[src/rtl/dma_block_copy.sv]
module dma_block_copy #(
  parameter int AW = 32,
  parameter int DW = 32,
  parameter int LW = 16
) (
  input  logic          clk,
  input  logic          rst_n,
  input  logic          cfg_wr,
  input  logic [3:0]    cfg_addr,
  input  logic [DW-1:0] cfg_wdata,
  output logic [DW-1:0] cfg_rdata,
  output logic          mem_req,
  output logic          mem_we,
  output logic [AW-1:0] mem_addr,
  output logic [DW-1:0] mem_wdata,
  input  logic [DW-1:0] mem_rdata,
  input  logic          mem_rvalid,
  input  logic          mem_wack,
  output logic          irq
);
  localparam logic [AW-1:0] STEP = AW'(DW / 8);

  typedef enum logic [1:0] {IDLE, RD, WR} phase_t;

  phase_t        ph;
  logic [AW-1:0] src_q, dst_q, cur_src, cur_dst;
  logic [LW-1:0] len_q, left_q;
  logic [DW-1:0] buf_q;
  logic          done_q, ie_q;

  logic busy, csr_wr, go, last, fin;
  assign busy   = ph != IDLE;
  assign csr_wr = cfg_wr && cfg_addr[3:2] == 2'd0;
  assign go     = csr_wr && cfg_wdata[0] && !busy;
  assign last   = left_q == LW'(1);
  assign fin    = (go && len_q == '0) || (ph == WR && mem_wack && last);

  always_ff @(posedge clk) begin
    if (!rst_n) begin
      ph      <= IDLE;
      src_q   <= '0;
      dst_q   <= '0;
      len_q   <= '0;
      cur_src <= '0;
      cur_dst <= '0;
      left_q  <= '0;
      buf_q   <= '0;
      done_q  <= 1'b0;
      ie_q    <= 1'b0;
    end else begin
      if (cfg_wr && !busy) begin
        case (cfg_addr[3:2])
          2'd1: src_q <= cfg_wdata[AW-1:0];
          2'd2: dst_q <= cfg_wdata[AW-1:0];
          2'd3: len_q <= cfg_wdata[LW-1:0];
          default: ;
        endcase
      end
      if (csr_wr) ie_q <= cfg_wdata[2];
      if (fin) done_q <= 1'b1;
      else if (csr_wr && cfg_wdata[1]) done_q <= 1'b0;
      case (ph)
        IDLE: if (go && len_q != '0) begin
          cur_src <= src_q;
          cur_dst <= dst_q;
          left_q  <= len_q;
          ph      <= RD;
        end
        RD: if (mem_rvalid) begin
          buf_q <= mem_rdata;
          ph    <= WR;
        end
        WR: if (mem_wack) begin
          if (last) ph <= IDLE;
          else begin
            cur_src <= cur_src + STEP;
            cur_dst <= cur_dst + STEP;
            left_q  <= left_q - LW'(1);
            ph      <= RD;
          end
        end
        default: ph <= IDLE;
      endcase
    end
  end

  always_comb begin
    cfg_rdata = '0;
    case (cfg_addr[3:2])
      2'd0: cfg_rdata[2:0] = {ie_q, done_q, busy};
      2'd1: cfg_rdata[AW-1:0] = src_q;
      2'd2: cfg_rdata[AW-1:0] = dst_q;
      default: cfg_rdata[LW-1:0] = len_q;
    endcase
  end

  assign mem_req   = busy;
  assign mem_we    = ph == WR;
  assign mem_addr  = (ph == WR) ? cur_dst : cur_src;
  assign mem_wdata = buf_q;
  assign irq       = done_q && ie_q;
endmodule


[config.mk]
export PLATFORM = sky130hd
export DESIGN_NAME = dma_block_copy
export DESIGN_NICKNAME = d
export VERILOG_FILES = /design/src/rtl/dma_block_copy.sv
export SDC_FILE = /design/constraint.sdc
export NUM_CORES = 1
export LEC_CHECK = 0
export ABC_AREA = 0
export BUFFER_PORTS_ARGS = -buffer_cell sky130_fd_sc_hd__buf_2
export CAP_MARGIN = 15
export CORE_UTILIZATION = 50
export DETAILED_ROUTE_END_ITERATION = 8
export PLACE_DENSITY_LB_ADDON = 0.1
export SYNTH_ARGS = -nofsm -noshare
export SYNTH_HDL_FRONTEND = slang
export SYNTH_SLANG_ARGS = --single-unit
[constraint.sdc]
create_clock -name clk -period 6.2 [get_ports clk]
set_clock_uncertainty 0.05 [all_clocks]
set_input_delay 0.31 -clock clk [delete_from_list [all_inputs] [get_ports clk]]
set_output_delay 0.31 -clock clk [all_outputs]
set_load 0.02 [all_outputs]
# == Word level (Yosys, flattened, before mapping) ==
# Cells that the tools add are included.
# Widths: inputs -> output; s select.
# totals
register_bits,196
inputBits,73
out_inout_bits,99
wordCells,71
# op_classes
n_addsub,3
eq_ne,10
muxes,23
reduce_logical,25
# ops
cell,count
$mux 32,7
$pmux 32 s2,2
$add 32x3->32 const B,2
$pmux 16 s2,2
$mux 16,3
$pmux 13 s3,1
$eq 16x1->1 const B,1
$logic_not 16->1,1
$reduce_bool 16->1,1
$sub 16x1->16 const B,1
$logic_and 1x1->1,10
$pmux 3 s3,1
$reduce_and 2->1,4
$eq 2x2->1 const B,3
$mux 2,3
$ne 2x2->1 const B,3
$pmux 2 s3,1
$reduce_bool 2->1,3
$eq 2x1->1 const B,2
$logic_not 2->1,2
$reduce_and 4->1,1
$mux 1,3
$reduce_and 3->1,1
$ne 2x1->1 const B,1
other kinds (2),2

# == Logic depth before layout (Yosys ltp) ==
# logic_depth
ltp_word,7
mapped_depth,9
mapped_depth_nobuf,7

# == Least setup slack after synthesis ==
# No wires, ideal clock.
# synth_timing
path_type,reg2out
startpoint,reg ph[0]
endpoint,out mem_addr[20]
t_arrival_ps,1761
t_required_ps,5840
path_slack_ps,4079
path_stages_with_launch,9
cell_sequence,dfxtp_1 -> buf_2 -> nand2b_1 -> buf_2 -> inv_1 -> clkbuf_1 -> buf_1 -> nand2_1 -> nand2_1
# synth_via
elab_chain_cells,2
# synth_rtl
element,line,rtl
from (decl),25,phase_t ph;
from (signal assigned),40,ph <= IDLE;
from (signal assigned),67,ph <= RD;
from (signal assigned),71,ph <= WR;
$eq 2x2->1,-,
net mem_we,13,"output logic mem_we,"
$mux 32,99,assign mem_addr = (ph == WR) ? cur_dst : cur_src;
to (decl),14,"output logic [AW-1:0] mem_addr,"
# The timed path passes the listed nets, and every way through them passes these cells.

# == Worst setup path after layout ==
# layout_timing
startpoint,reg ph[0]
endpoint,out mem_addr[31]
# layout_via
elab_chain_cells,2
# layout_rtl
element,line
$eq 2x2->1,99
$mux 32,99
# No other way between the ends.

==> impl_metrics.yaml <==
setup_path:
  crit_arrival_ns: 3.50
  startpoint_type: "register"
  cp_max_fo: 82
  path_class: "register to output pin"
  cp.required_ns: 5.84
  worstSetupEndpointType: "output pin"
clock_tree:
  cts_buffers: 17
  ctsRootBufferMaster: "clkbuf_16"
  post-cts-setup-buffers: 0
  cts_resized: 0
  path_clk_slew_ns: 0.08
  cts_tree: "built"
  clockBufferDepth: 2
  cts.sinks: 196
  insertion_delay_ns: 0.45
  htreeDepth: 4
  ctsHoldBuffers: 0
power_and_ir_drop:
  ir_drop_mv: 0.200
  power.leakage_nw: 4.42
  powerDensity_nw_per_um2: 234
  p_sw_w: 0.000815
  intPower_w: 0.00196
  p_seq_frac: 0.475
  swShare: 0.294
  pwr-share-comb: 0.104
  clkPwrFrac: 0.420
place:
  hpwl_um: 22200
  port_buffers: 169
  gp_congestion: 0.873
  pre_cts_slack_ns: 2.90
timing:
  rsz0062_at_grt: "false"
  setup_viol: 0
  tns_ns: 0
  hold_viol: 0
  slew_violations: 0
  clock.fmax_mhz: 259
  min_period_ns: 3.86
  whs_ns: 0.0393
  finalWorstSetupSlack_ns: 2.34
  period_share: 0.622
  worstMarginPinSlew_ns: 1.15
  relSlewSlack: 0.232
yosys:
  avgSynthCellArea_um2: 7.27
  synth_edf_count: 0
  syn_area_um2: 10500
  ys_seq_area_frac: 0.375
  synth_ff_type: "dfxtp_1"
  synth_warnings: 0
  synth_fp_nets: 1523
  synth_cell_types: 67
  synth_seq_cells: 196
  synth-async-reset-ratio: 0
  synthCells: 1441
layout:
  final_layout_size_suffix_gt1_frac: 0.163
  postLayoutCoreUtil: 0.581
  area_growth_syn_to_layout_pct: 12.9
  fin_nets: 1594
floorplanning:
  coreArea_um2: 20400
  fp.dieH_um: 147
  rows: 52
  die_w_um: 147
  die_area_um2: 21500
  ios: 172
  start_util: 0.514
status:
  status: "complete, no violations"
route:
  drtAntennaViolNets: 0
  wl_per_cell_um: 19.3
  via_count: 11100
  drc_errors: 0
  vias_per_cell: 6.19
  routed_wirelength_um: 34700
  drt-pass1-iter-count: 5
  first_iter_violations: 1303
hold_path:
  hp-class: "input port to register"
global_routing:
  antenna_found_initial: 4
  grt_pass1_wl_um: 54500
  grt_pass1_vias: 9856
  grt_max_degree: 83
  grt_util_all_layers: 0.315
  grt-ovfl-total: 0
job:
  cap_violations: 0
stage by stage:
| stage | total power, W | cell area [um^2] | std cells |
|---|---|---|---|
| after floorplan | 0.00153 | 10500 | 1441 |
| after detailed placement | 0.00163 | 11200 | 1763 |
| after global placement | 0.00163 | 11200 | 1763 |
| final | 0.00277 | 11800 | 1797 |
| after CTS | 0.00277 | 11800 | 1795 |
| after global routing | 0.00285 | 11800 | 1796 |
final timing paths:
path	cells past startpoint	slack, ns	end	from
worst min register to register	2	0.41	mem_wdata[4]	mem_wdata[4]
worst max-delay path	6	2.34	mem_addr[31]	ph[0]
worst max register to register	7	2.84	cur_dst[27]	ph[0]
worst min-delay path	3	0.04	mem_wdata[3]	mem_rdata[3]
registers in the layout, summed over array words and instances (netlist names):
register	cells
ph	2
left_q	16
cur_dst	32
len_q	16
ie_q	1
dst_q	32
src_q	32
cur_src	32
done_q	1
mem_wdata	32
synthesized netlist by cell type (all sizes together), types with 12 or more instances:
| library cell | number | area [um^2] |
|---|---|---|
| a211oi | 19 | 143 |
| nor3 | 33 | 180 |
| a21oi | 167 | 836 |
| nor2b | 17 | 106 |
| dfxtp | 196 | 3920 |
| o31a | 12 | 105 |
| o21ai | 39 | 195 |
| nand4 | 25 | 181 |
| buf | 54 | 304 |
| nor4 | 14 | 109 |
| a31oi | 28 | 181 |
| nor2 | 44 | 175 |
| o32ai | 27 | 244 |
| a22oi | 30 | 225 |
| clkbuf | 80 | 300 |
| nand2 | 444 | 1670 |
| o31ai | 30 | 225 |
| and3 | 15 | 93.8 |
| inv | 15 | 56.3 |
| nand3 | 39 | 200 |
worst max-delay path, stage by stage, from the launching register on:
cell and delay (ns):
dfxtp_1 0.59, nand2b_4 0.55, buf_4 0.69, buf_4 0.74, nand2_1 0.12, nand2_1 0.11, buf_2 0.17
area by class of cell:
class	count	area, um^2
clock buffer	17	425
inverter	15	58.8
tap	270	338
sequential	196	3920
multi-input combinational	1096	5920
timing repair buffer	186	973
clock inverter	15	186
fill	1948	8540
antenna	2	5.00
power by group through the flow:
| stage | Sequential, W | Combinational (W) | Clock, W |
|---|---|---|---|
| 2_1_floorplan | 0.00134 | 0.000190 | 0 |
| 3_3_place_gp | 0.00135 | 0.000281 | 0 |
| 3_5_place_dp | 0.00135 | 0.000284 | 0 |
| 4_1_cts | 0.00132 | 0.000285 | 0.00117 |
| 5_1_grt | 0.00132 | 0.000312 | 0.00122 |
| 6_report | 0.00132 | 0.000289 | 0.00117 |
cells by family (layout without fill, tap and decap cells):
logic type                 Yosys count  count (layout)  synth area share
buffers and inverters              149             233            0.0631
adders and majority gates            9               9            0.0108
other                                0               2                 0
DFF                                196             196             0.375
and+or+nand+nor                    668             668             0.288
AOI/OAI and AO/OA                  413             413             0.258
muxes                                6               6           0.00574
routing by layer:
layer	GRT usage	part of all wire	vias up
li1	-	-	5274
met1	0.470	0.45	5271
met2	0.450	0.43	516
met3	0.0748	0.097	60
met4	0.0818	0.018	4
met5	0	0.00089	-
cell usage in the layout (no fill, tap or decap), types with 13 or more instances in the layout:
cell / count
a211oi_1: 19
nor3_1: 30
buf_4: 17
o32ai_1: 26
o21ai_0: 36
nor2b_1: 17
dfxtp_1: 196
nand3_1: 36
a21oi_1: 167
nand4_1: 21
o31ai_1: 30
nand2_1: 443
clkbuf_16: 17
a31oi_1: 27
inv_1: 13
nor2_1: 42
buf_2: 169
and3_1: 15
a22oi_1: 30
(Power assumes the default switching activity.)
